==> src/rtl/bxp_pkg.sv <==
package bxp_pkg;
    typedef enum logic [0:0] {
        S_IDLE  = 1'b0,
        S_ACCUM = 1'b1
    } bxp_state_e;
endpackage

==> src/rtl/bxp_lane_mask.sv <==
// Marks the bit positions of the current beat that fall below the vector length.
module bxp_lane_mask #(
    parameter int WORD_W = 32,
    parameter int LEN_W  = 12,
    parameter int IDX_W  = LEN_W - $clog2(WORD_W) + 1
) (
    input  logic [IDX_W-1:0]  word_idx,
    input  logic [LEN_W-1:0]  vec_len,
    output logic [WORD_W-1:0] lane_en
);
    localparam int LOG_W  = $clog2(WORD_W);
    localparam int BASE_W = IDX_W + LOG_W;

    logic [BASE_W-1:0] base;
    logic [BASE_W-1:0] limit;

    assign base  = {word_idx, {LOG_W{1'b0}}};
    assign limit = BASE_W'(vec_len);

    for (genvar b = 0; b < WORD_W; b++) begin : g_lane
        assign lane_en[b] = (base + BASE_W'(b)) < limit;
    end
endmodule

==> src/rtl/bxp_popcount.sv <==
// Counts the ones in one masked XNOR word.
module bxp_popcount #(
    parameter int WORD_W = 32,
    parameter int CNT_W  = $clog2(WORD_W + 1)
) (
    input  logic [WORD_W-1:0] bits,
    output logic [CNT_W-1:0]  count
);
    always_comb begin
        count = '0;
        for (int i = 0; i < WORD_W; i++) begin
            count = count + CNT_W'(bits[i]);
        end
    end
endmodule

==> src/rtl/bxp_ctrl.sv <==
// Vector sequencer: tracks the beat index and the running match total.
module bxp_ctrl
    import bxp_pkg::*;
#(
    parameter int WORD_W = 32,
    parameter int LEN_W  = 12,
    parameter int CNT_W  = $clog2(WORD_W + 1),
    parameter int IDX_W  = LEN_W - $clog2(WORD_W) + 1
) (
    input  logic             clk,
    input  logic             rst_n,
    input  logic             in_valid,
    input  logic             in_last,
    input  logic [CNT_W-1:0] beat_count,
    input  logic [LEN_W-1:0] vec_len,
    output logic [IDX_W-1:0] word_idx,
    output logic             fire,
    output logic [LEN_W-1:0] total
);
    bxp_state_e state_q, state_d;
    logic [LEN_W-1:0] acc_q;
    logic [IDX_W-1:0] idx_q;
    logic             first_beat;
    logic [LEN_W-1:0] acc_base;

    // next state
    always_comb begin
        state_d = state_q;
        unique case (state_q)
            S_IDLE:  if (in_valid && !in_last) state_d = S_ACCUM;
            S_ACCUM: if (in_valid && in_last)  state_d = S_IDLE;
            default: state_d = S_IDLE;
        endcase
    end

    // state register with beat index and running total
    always_ff @(posedge clk) begin
        if (!rst_n) begin
            state_q <= S_IDLE;
            acc_q   <= '0;
            idx_q   <= '0;
        end else begin
            state_q <= state_d;
            if (in_valid) begin
                acc_q <= total;
                if (in_last) begin
                    idx_q <= '0;
                end else if (word_idx != {IDX_W{1'b1}}) begin
                    idx_q <= word_idx + 1'b1;
                end else begin
                    idx_q <= word_idx;
                end
            end
        end
    end

    // outputs
    always_comb begin
        first_beat = (state_q == S_IDLE);
        acc_base   = first_beat ? '0 : acc_q;
        word_idx   = first_beat ? '0 : idx_q;
        total      = acc_base + LEN_W'(beat_count);
        fire       = in_valid && in_last;
    end

    a_r1_idle_after_reset: assert property (@(posedge clk)
        !rst_n |=> state_q == S_IDLE);

    a_r5_total_within_len: assert property (@(posedge clk) disable iff (!rst_n)
        (state_q == S_ACCUM) |-> (acc_q <= vec_len));

    a_r6_idle_after_last: assert property (@(posedge clk) disable iff (!rst_n)
        (in_valid && in_last) |=> (state_q == S_IDLE));
endmodule

==> src/rtl/bxp_scaler.sv <==
// Turns the match total into a signed dot product and applies both scales.
module bxp_scaler #(
    parameter int LEN_W   = 12,
    parameter int SCALE_W = 16,
    parameter int OUT_W   = 48,
    parameter int DOT_W   = LEN_W + 2
) (
    input  logic                    clk,
    input  logic                    rst_n,
    input  logic                    fire,
    input  logic [LEN_W-1:0]        total,
    input  logic [LEN_W-1:0]        vec_len,
    input  logic [SCALE_W-1:0]      alpha,
    input  logic [SCALE_W-1:0]      beta,
    output logic                    out_valid,
    output logic signed [DOT_W-1:0] out_dot,
    output logic [OUT_W-1:0]        out_result
);
    localparam int SC_W = 2 * SCALE_W;

    logic signed [DOT_W-1:0] dot_c;
    logic [SC_W-1:0]         scale_c;
    logic [OUT_W-1:0]        dot_x;
    logic [OUT_W-1:0]        prod_c;

    always_comb begin
        dot_c   = $signed({1'b0, total, 1'b0}) - $signed({2'b00, vec_len});
        scale_c = alpha * beta;
        dot_x   = OUT_W'(dot_c);
        prod_c  = dot_x * OUT_W'(scale_c);
    end

    always_ff @(posedge clk) begin
        if (!rst_n) begin
            out_valid  <= 1'b0;
            out_dot    <= '0;
            out_result <= '0;
        end else begin
            out_valid <= fire;
            if (fire) begin
                out_dot    <= dot_c;
                out_result <= prod_c;
            end
        end
    end

    a_r2_parity: assert property (@(posedge clk) disable iff (!rst_n)
        out_valid |-> (out_dot[0] == $past(vec_len[0])));

    a_r8_zero_dot: assert property (@(posedge clk) disable iff (!rst_n)
        (out_valid && out_dot == '0) |-> (out_result == '0));
endmodule

==> src/rtl/bxp_dot_unit.sv <==
module bxp_dot_unit #(
    parameter int WORD_W  = 32,
    parameter int LEN_W   = 12,
    parameter int SCALE_W = 16,
    parameter int OUT_W   = 48
) (
    input  logic                      clk,
    input  logic                      rst_n,
    input  logic                      in_valid,
    input  logic                      in_last,
    input  logic [WORD_W-1:0]         in_wgt,
    input  logic [WORD_W-1:0]         in_act,
    input  logic [LEN_W-1:0]          vec_len,
    input  logic [SCALE_W-1:0]        alpha,
    input  logic [SCALE_W-1:0]        beta,
    output logic                      out_valid,
    output logic signed [LEN_W+1:0]   out_dot,
    output logic [OUT_W-1:0]          out_result
);
    localparam int CNT_W = $clog2(WORD_W + 1);
    localparam int IDX_W = LEN_W - $clog2(WORD_W) + 1;
    localparam int DOT_W = LEN_W + 2;

    logic [IDX_W-1:0]  word_idx;
    logic [WORD_W-1:0] lane_en;
    logic [WORD_W-1:0] agree;
    logic [CNT_W-1:0]  beat_count;
    logic              fire;
    logic [LEN_W-1:0]  total;

    bxp_lane_mask #(.WORD_W(WORD_W), .LEN_W(LEN_W), .IDX_W(IDX_W)) u_mask (
        .word_idx (word_idx),
        .vec_len  (vec_len),
        .lane_en  (lane_en)
    );

    assign agree = ~(in_wgt ^ in_act) & lane_en;

    bxp_popcount #(.WORD_W(WORD_W), .CNT_W(CNT_W)) u_pop (
        .bits  (agree),
        .count (beat_count)
    );

    bxp_ctrl #(.WORD_W(WORD_W), .LEN_W(LEN_W), .CNT_W(CNT_W), .IDX_W(IDX_W)) u_ctrl (
        .clk        (clk),
        .rst_n      (rst_n),
        .in_valid   (in_valid),
        .in_last    (in_last),
        .beat_count (beat_count),
        .vec_len    (vec_len),
        .word_idx   (word_idx),
        .fire       (fire),
        .total      (total)
    );

    bxp_scaler #(.LEN_W(LEN_W), .SCALE_W(SCALE_W), .OUT_W(OUT_W), .DOT_W(DOT_W)) u_scale (
        .clk        (clk),
        .rst_n      (rst_n),
        .fire       (fire),
        .total      (total),
        .vec_len    (vec_len),
        .alpha      (alpha),
        .beta       (beta),
        .out_valid  (out_valid),
        .out_dot    (out_dot),
        .out_result (out_result)
    );

    a_r4_mask_bound: assert property (@(posedge clk) disable iff (!rst_n)
        in_valid |-> (int'(beat_count) <= $countones(lane_en)));

    a_r6_pulse_after_last: assert property (@(posedge clk) disable iff (!rst_n)
        out_valid |-> $past(in_valid && in_last));

    a_r1_quiet_in_reset: assert property (@(posedge clk)
        !rst_n |=> !out_valid);
endmodule

==> config.mk <==
export PLATFORM = sky130hd
export DESIGN_NAME = bxp_dot_unit
export DESIGN_NICKNAME = d
export VERILOG_FILES = /design/src/rtl/bxp_pkg.sv /design/src/rtl/bxp_lane_mask.sv /design/src/rtl/bxp_popcount.sv /design/src/rtl/bxp_ctrl.sv /design/src/rtl/bxp_scaler.sv /design/src/rtl/bxp_dot_unit.sv
export SDC_FILE = /design/constraint.sdc
export NUM_CORES = 2
export LEC_CHECK = 0
export ABC_AREA = 1
export BUFFER_PORTS_ARGS = -buffer_cell sky130_fd_sc_hd__buf_2
export CELL_PAD_IN_SITES_DETAIL_PLACEMENT = 0
export CELL_PAD_IN_SITES_GLOBAL_PLACEMENT = 1
export CORE_MARGIN = 2
export CORE_UTILIZATION = 45
export CTS_BUF_LIST = sky130_fd_sc_hd__clkbuf_4 sky130_fd_sc_hd__clkbuf_8 sky130_fd_sc_hd__clkbuf_16
export DETAILED_ROUTE_END_ITERATION = 6
export PLACE_DENSITY = 0.83
export SLEW_MARGIN = 25
export SYNTH_ARGS = -nofsm -noshare
export SYNTH_HDL_FRONTEND = slang
export SYNTH_SLANG_ARGS = --single-unit
export TNS_END_PERCENT = 20
==> constraint.sdc <==
create_clock -name clk -period 17.34 [get_ports clk]
set_clock_uncertainty 0.2 [all_clocks]
set_input_delay 0.867 -clock clk [delete_from_list [all_inputs] [get_ports clk]]
set_output_delay 0.867 -clock clk [all_outputs]
set_load 0.01 [all_outputs]
After elaboration in Yosys (flattened, before gate mapping)
Cells that the tools add are included.
- flip-flop bits (word level): 84
- add/subtract/negate cells: 65
- magnitude comparators: 32
- muxes and demuxes: 7
- reductions and logical operators: 3
- equal/unequal tests: 1
- bitwise operators: 4
- multiply operators: 2
- operators by type and width (operator ; number):
    less-than comparator 13 x 12 -> 1 bit ; 32
    adder 13 x 5 -> 13 bit (second input constant) ; 16
    adder 6 x 1 -> 6 bit ; 30
    adder 13 x 4 -> 13 bit (second input constant) ; 8
    adder 13 x 3 -> 13 bit (second input constant) ; 4
    multiplier 14 x 33 -> 47 bit ; 1
    AND 32 bit ; 1
    multiplier 16 x 16 -> 32 bit ; 1
    inverter 32 bit ; 1
    XOR 32 bit ; 1
    adder 13 x 2 -> 13 bit (second input constant) ; 2
    two-way mux 8 bit ; 3
    subtractor 13 x 12 -> 14 bit ; 1
    adder 13 x 1 -> 13 bit (second input constant) ; 1
    adder 12 x 6 -> 12 bit ; 1
    two-way mux 12 bit ; 1
    adder 8 x 1 -> 8 bit (second input constant) ; 1
    inequality test 8 bit (second input constant) ; 1
    adder 1 x 1 -> 2 bit ; 1
    logical AND 1 bit ; 2
    two-way mux 1 bit ; 2
    case mux 1 bit (2 select lines) ; 1
    logical NOT 1 bit ; 1
    inverter 1 bit ; 1

Depth between registers and ports, before layout
- word-level depth: 38
- depth in mapped cells: 76
- depth with buffers taken out: 73

Hierarchy
A second synthesis with hierarchy kept.
- cell total of the unflattened synthesis: 4476
- area total of the unflattened synthesis: 31561.5 µm²
- by module, submodules not included (module ; area each (µm²) ; seq. area each (µm²) ; instances ; cells an instance):
    bxp_scaler ; 27681.5 ; 1241.2 ; 1 ; 3790
    bxp_ctrl ; 1645.3 ; 420.4 ; 1 ; 262
    bxp_lane_mask ; 824.5 ; 0.0 ; 1 ; 173
    bxp_popcount ; 809.5 ; 0.0 ; 1 ; 91
    bxp_dot_unit ; 600.6 ; 0.0 ; 1 ; 160

Worst setup path before layout
Ideal clock, no wire load.
- path kind: input port to flip-flop
- start point: input vec_len[10]
- end point: register u_scale.out_result[42]
- arrival: 13642 ps
- setup time: 114 ps
- path slack: 3384 ps
- buffers on the path: 1
- stages on the path: 60
- data required time: 17026 ps
- cells stage by stage: inv_1 ha_1 nand3_1 nor2_1 nand4_4 nor2_4 nand2_1 nor2_1 a211oi_1 ha_1 inv_1 fa_1 fa_1 fa_1 fa_1 fa_1 inv_1 fa_1 (+24 left out) fa_1 inv_1 fa_1 fa_1 fa_1 inv_1 fa_1 inv_1 ha_1 nand2_1 nor2_1 nand2_1 nor4_1 nand3_1 nand3_1 nand2_1 nand3_1 nand2_1
- cells in the longest elaborated chain, start to end: 36
- RTL lines (element ; line ; text):
    start: declaration ; bxp_dot_unit.sv:13 ; input logic [LEN_W-1:0] vec_len,
    less-than comparator 13 x 12 -> 1 bit ; bxp_lane_mask.sv:21 ; assign lane_en[b] = (base + BASE_W'(b)) < limit;
    AND 32 bit (*) ; bxp_dot_unit.sv:37 ; assign agree = ~(in_wgt ^ in_act) & lane_en;
    adder 1 x 1 -> 2 bit ; bxp_popcount.sv:12 ; count = count + CNT_W'(bits[i]);
    adder 6 x 1 -> 6 bit (29 in a row) ; bxp_popcount.sv:12 ;
    adder 6 x 1 -> 6 bit (*) ; bxp_popcount.sv:12 ;
    adder 12 x 6 -> 12 bit (*) ; bxp_ctrl.sv:62 ; total = acc_base + LEN_W'(beat_count);
    named net total[10] ; bxp_dot_unit.sv:29 ; logic [LEN_W-1:0] total;
    subtractor 13 x 12 -> 14 bit (*) ; bxp_scaler.sv:27 ; dot_c = $signed({1'b0, total, 1'b0}) - $signed({2'b00, vec_len});
    multiplier 14 x 33 -> 47 bit (*) ; bxp_scaler.sv:30 ; prod_c = dot_x * OUT_W'(scale_c);
    end signal: assignment ; bxp_scaler.sv:42 ; out_result <= prod_c;
    end: declaration ; bxp_scaler.sv:17 ; output logic [OUT_W-1:0] out_result
The timed path passes the listed nets; every way through them passes the cells marked *.
A chain may end at the register's enable or synchronous reset.

==> key figures <==
Timing
  • Final period utilization: between 90 and 100%
  • Rel. slew slack: 32.4%
  • Hold Vio Cnt, Final: 0
  • RSZ-0062 raised after global routing: false
  • Max-slew violation count: 0
  • Setup violators final: 0
  • Post-layout min period: 15.67 ns
  • Fmax: ~64 MHz
  • Final TNS setup: 0 ns
  • Tightest Pin Transition: 1.01 ns

Global routing
  • GRT Resource Usage Total: between 20 and 30%
  • First-pass GRT wire length: 145,000 µm
  • Largest net degree at the start of global routing: 57
  • Overflow after GRT: 0
  • Initial antenna violation count: 2
  • Vias in the first global route: ~27,000

CTS
  • CTS tree: yes
  • Max Buffers Root-to-Sink: 2
  • Worst-path clk slew: around 0.07 ns
  • Latest clock arrival within the worst-skew pair: between 0.3 and 0.4 ns
  • Hold buffer count at cts: 0
  • CTS sink cnt: 83
  • CTS Root Buffer Type: clkbuf_16
  • Post-CTS Resized: 0
  • Post-CTS Setup Bufs: 0
  • Num CTS Buffers: 9
  • H-tree depth reported by CTS: 3

Detailed routing
  • Routed Antenna Nets: 0
  • Total wire length: 87,800 µm
  • Wirelength per Cell: ~18 µm
  • DR vias/cell: roughly 5.1
  • DRC viols: 0
  • Vias: around 25,000
  • DR pass1 iterations: 6
  • DRT iter0 DRCs: a little under 2,000

Yosys
  • YS warnings: 0
  • Top-area cell type share of the netlist area: between 30% and 40%
  • Compound-Gate Fraction of Synth Area: between 5 and 6%
  • Yosys cell types: 50
  • Post-Synthesis Cells: 4,060
  • Mux share of post-synthesis cell area: 0%
  • Syn nets: roughly 5,000
  • Post-synthesis simple-gate area fraction: around 22%
  • Most common cell in the synthesized netlist: nand2_1
  • Post-synth top cells: nand2_1, inv_1, fa_1
  • Main combinational cell family by area after synthesis: adder cells
  • Dominant synthesized flop cell: dfxtp_1
  • Synth area leaders: fa_1, nand2_1, inv_1, ha_1, dfxtp_1
  • Post-synth top area cell: fa_1
  • Number of synthesized flops with an enable pin: 0
  • Seq cells post-synth: 83
  • Post-Synth XOR/XNOR Area: under 10%
  • Asr flop ratio synth: 0%
  • Sequential share of the synthesized area: under 10%
  • Mapped Area: about 30,000 µm²
  • Adder-cell share of the synthesized area: ~50%
  • Syn Area/Cell: roughly 7.4 µm²

Layout
  • Nets: between 5,000 and 6,000
  • Layout cell share with drive strength beyond 1: just under 7%
  • Layout area overhead: 6.44%
  • Layout Cells excl Fill: about 5,000
  • Final-layout fill cell count: around 6,700
  • Antenna fix cells: 0
  • Final Instance Area: roughly 32,000 µm²

Die
  • Die Span X: about 260 µm
  • IO Count: 175
  • Starting Density: ~45%
  • # rows: 94
  • DIE HEIGHT: around 260 µm
  • Die area: ~68,000 µm²
  • Total core area: about 66,000 µm²

Critical path
  • Crit-path max cell delay: around 0.61 ns
  • Required time of the critical path: about 17 ns
  • Crit path DAT: ~16 ns
  • Worst-path fanout max: 16
  • CP Class: reg2reg
  • CP max-delay cell: xnor2_4
  • Top cell by count, worst path: fa_1
  • Worst Setup End Kind: flip-flop
  • Startpoint types: flip-flop

Place
  • Post-DP Area: between 30,000 and 40,000 µm²
  • Dpl cells: between 4,000 and 5,000
  • Final HPWL DP: about 74,000 µm
  • Port Buffer Count: between 150 and 200
  • Global placement routability congestion: 0.961

Min path
  • HP Class: reg2reg
  • Hold path startpoint: u_scale.out_result[40]$_SDFFE_PN0P_

Run
  • Max capacitance violation total: 0

Outcome
  • Status: complete, no violations
-- critical path, delay by kind of cell, from the launching register on --
family,cells,cell delay (ns)
AOI/OAI and AO/OA,7,1.19
DFF,1,0.58
and+or+nand+nor,23,3.38
buffers and inverters,9,0.85
xor gates and xnor gates,2,0.69
adders and majority gates,19,8.60
-- cells by family (layout without fill, tap and decap cells) --
family | Yosys count | after routing
AOI/OAI and AO/OA | 308 | 308
DFF | 83 | 83
and+or+nand+nor | 1608 | 1608
adders and majority gates | 857 | 857
buffers and inverters | 1128 | 1205
xor gates and xnor gates | 76 | 76
-- path summary, 6_finish.rpt --
check / endpoint / slack, ns / cells past startpoint
worst max register to register: u_scale.out_result[32]$_SDFFE_PN0P_ / 1.67 / 60
worst min-delay path: u_scale.out_result[40]$_SDFFE_PN0P_ / 0.25 / 2
worst max-delay path: u_scale.out_result[32]$_SDFFE_PN0P_ / 1.67 / 60
worst min register to register: u_scale.out_result[40]$_SDFFE_PN0P_ / 0.25 / 2
-- cells in the final DEF, fill, tap and decap left out, types with 9 or more instances in the layout --
cell	count
nand2_1	1034
inv_1	968
fa_1	578
nor2_1	363
ha_1	279
buf_2	174
a21oi_1	130
nand3_1	121
o21ai_0	110
dfxtp_1	83
xnor2_1	33
xor2_1	32
buf_4	32
nor3_1	26
nand4_1	25
o21bai_1	15
a21o_1	12
inv_2	11
o211ai_1	9
nand2_2	9
or2_2	9
clkbuf_16	9
-- registers in the layout, indices dropped and copies added (netlist names), named ones only --
| register | cells |
|---|---|
| u_scale.out_dot | 14 |
| u_ctrl.idx_q | 8 |
| u_ctrl.acc_q | 12 |
| u_scale.out_result | 47 |
| u_scale.out_valid | 1 |
-- through the flow --
step / setup slack, ns / utilization [%] / hold slack [ns]
detailed placement: 1.42 / 47.9 / 0.234
global placement: 1.53 / 47.9 / 0.236
global route: 0.678 / 48.4 / 0.261
finish: 1.67 / 48.4 / 0.249
CTS: 1.75 / 48.4 / 0.253
floorplan: 3.38 / - / 0.246
-- metal layers --
| layer | wire length [µm] | share of wire (%) | vias to the layer above | global-route usage, % |
|---|---|---|---|---|
| li1 | - | - | 12100 | - |
| met1 | 39000 | 44 | 12400 | 37.1 |
| met2 | 40700 | 46 | 826 | 44.5 |
| met3 | 5280 | 6.0 | 156 | 3.84 |
| met4 | 2800 | 3.2 | 2 | 7.51 |
| met5 | 13 | 0.015 | - | 0 |
-- layout make-up --
cell class / instances / area (µm²) / share of cell area, %
Clock buffer: 11 / 246 / 0.775
Clock inverter: 4 / 33.8 / 0.106
Inverter: 984 / 3690 / 11.6
Multi-Input combinational cell: 2849 / 24000 / 75.4
Sequential cell: 83 / 1660 / 5.22
Tap cell: 864 / 1080 / 3.40
Timing Repair Buffer: 206 / 1110 / 3.49
Power is left out: the tool's default activity adds up to more than one toggle a clock period on the data nets, which glitch-free logic cannot reach.
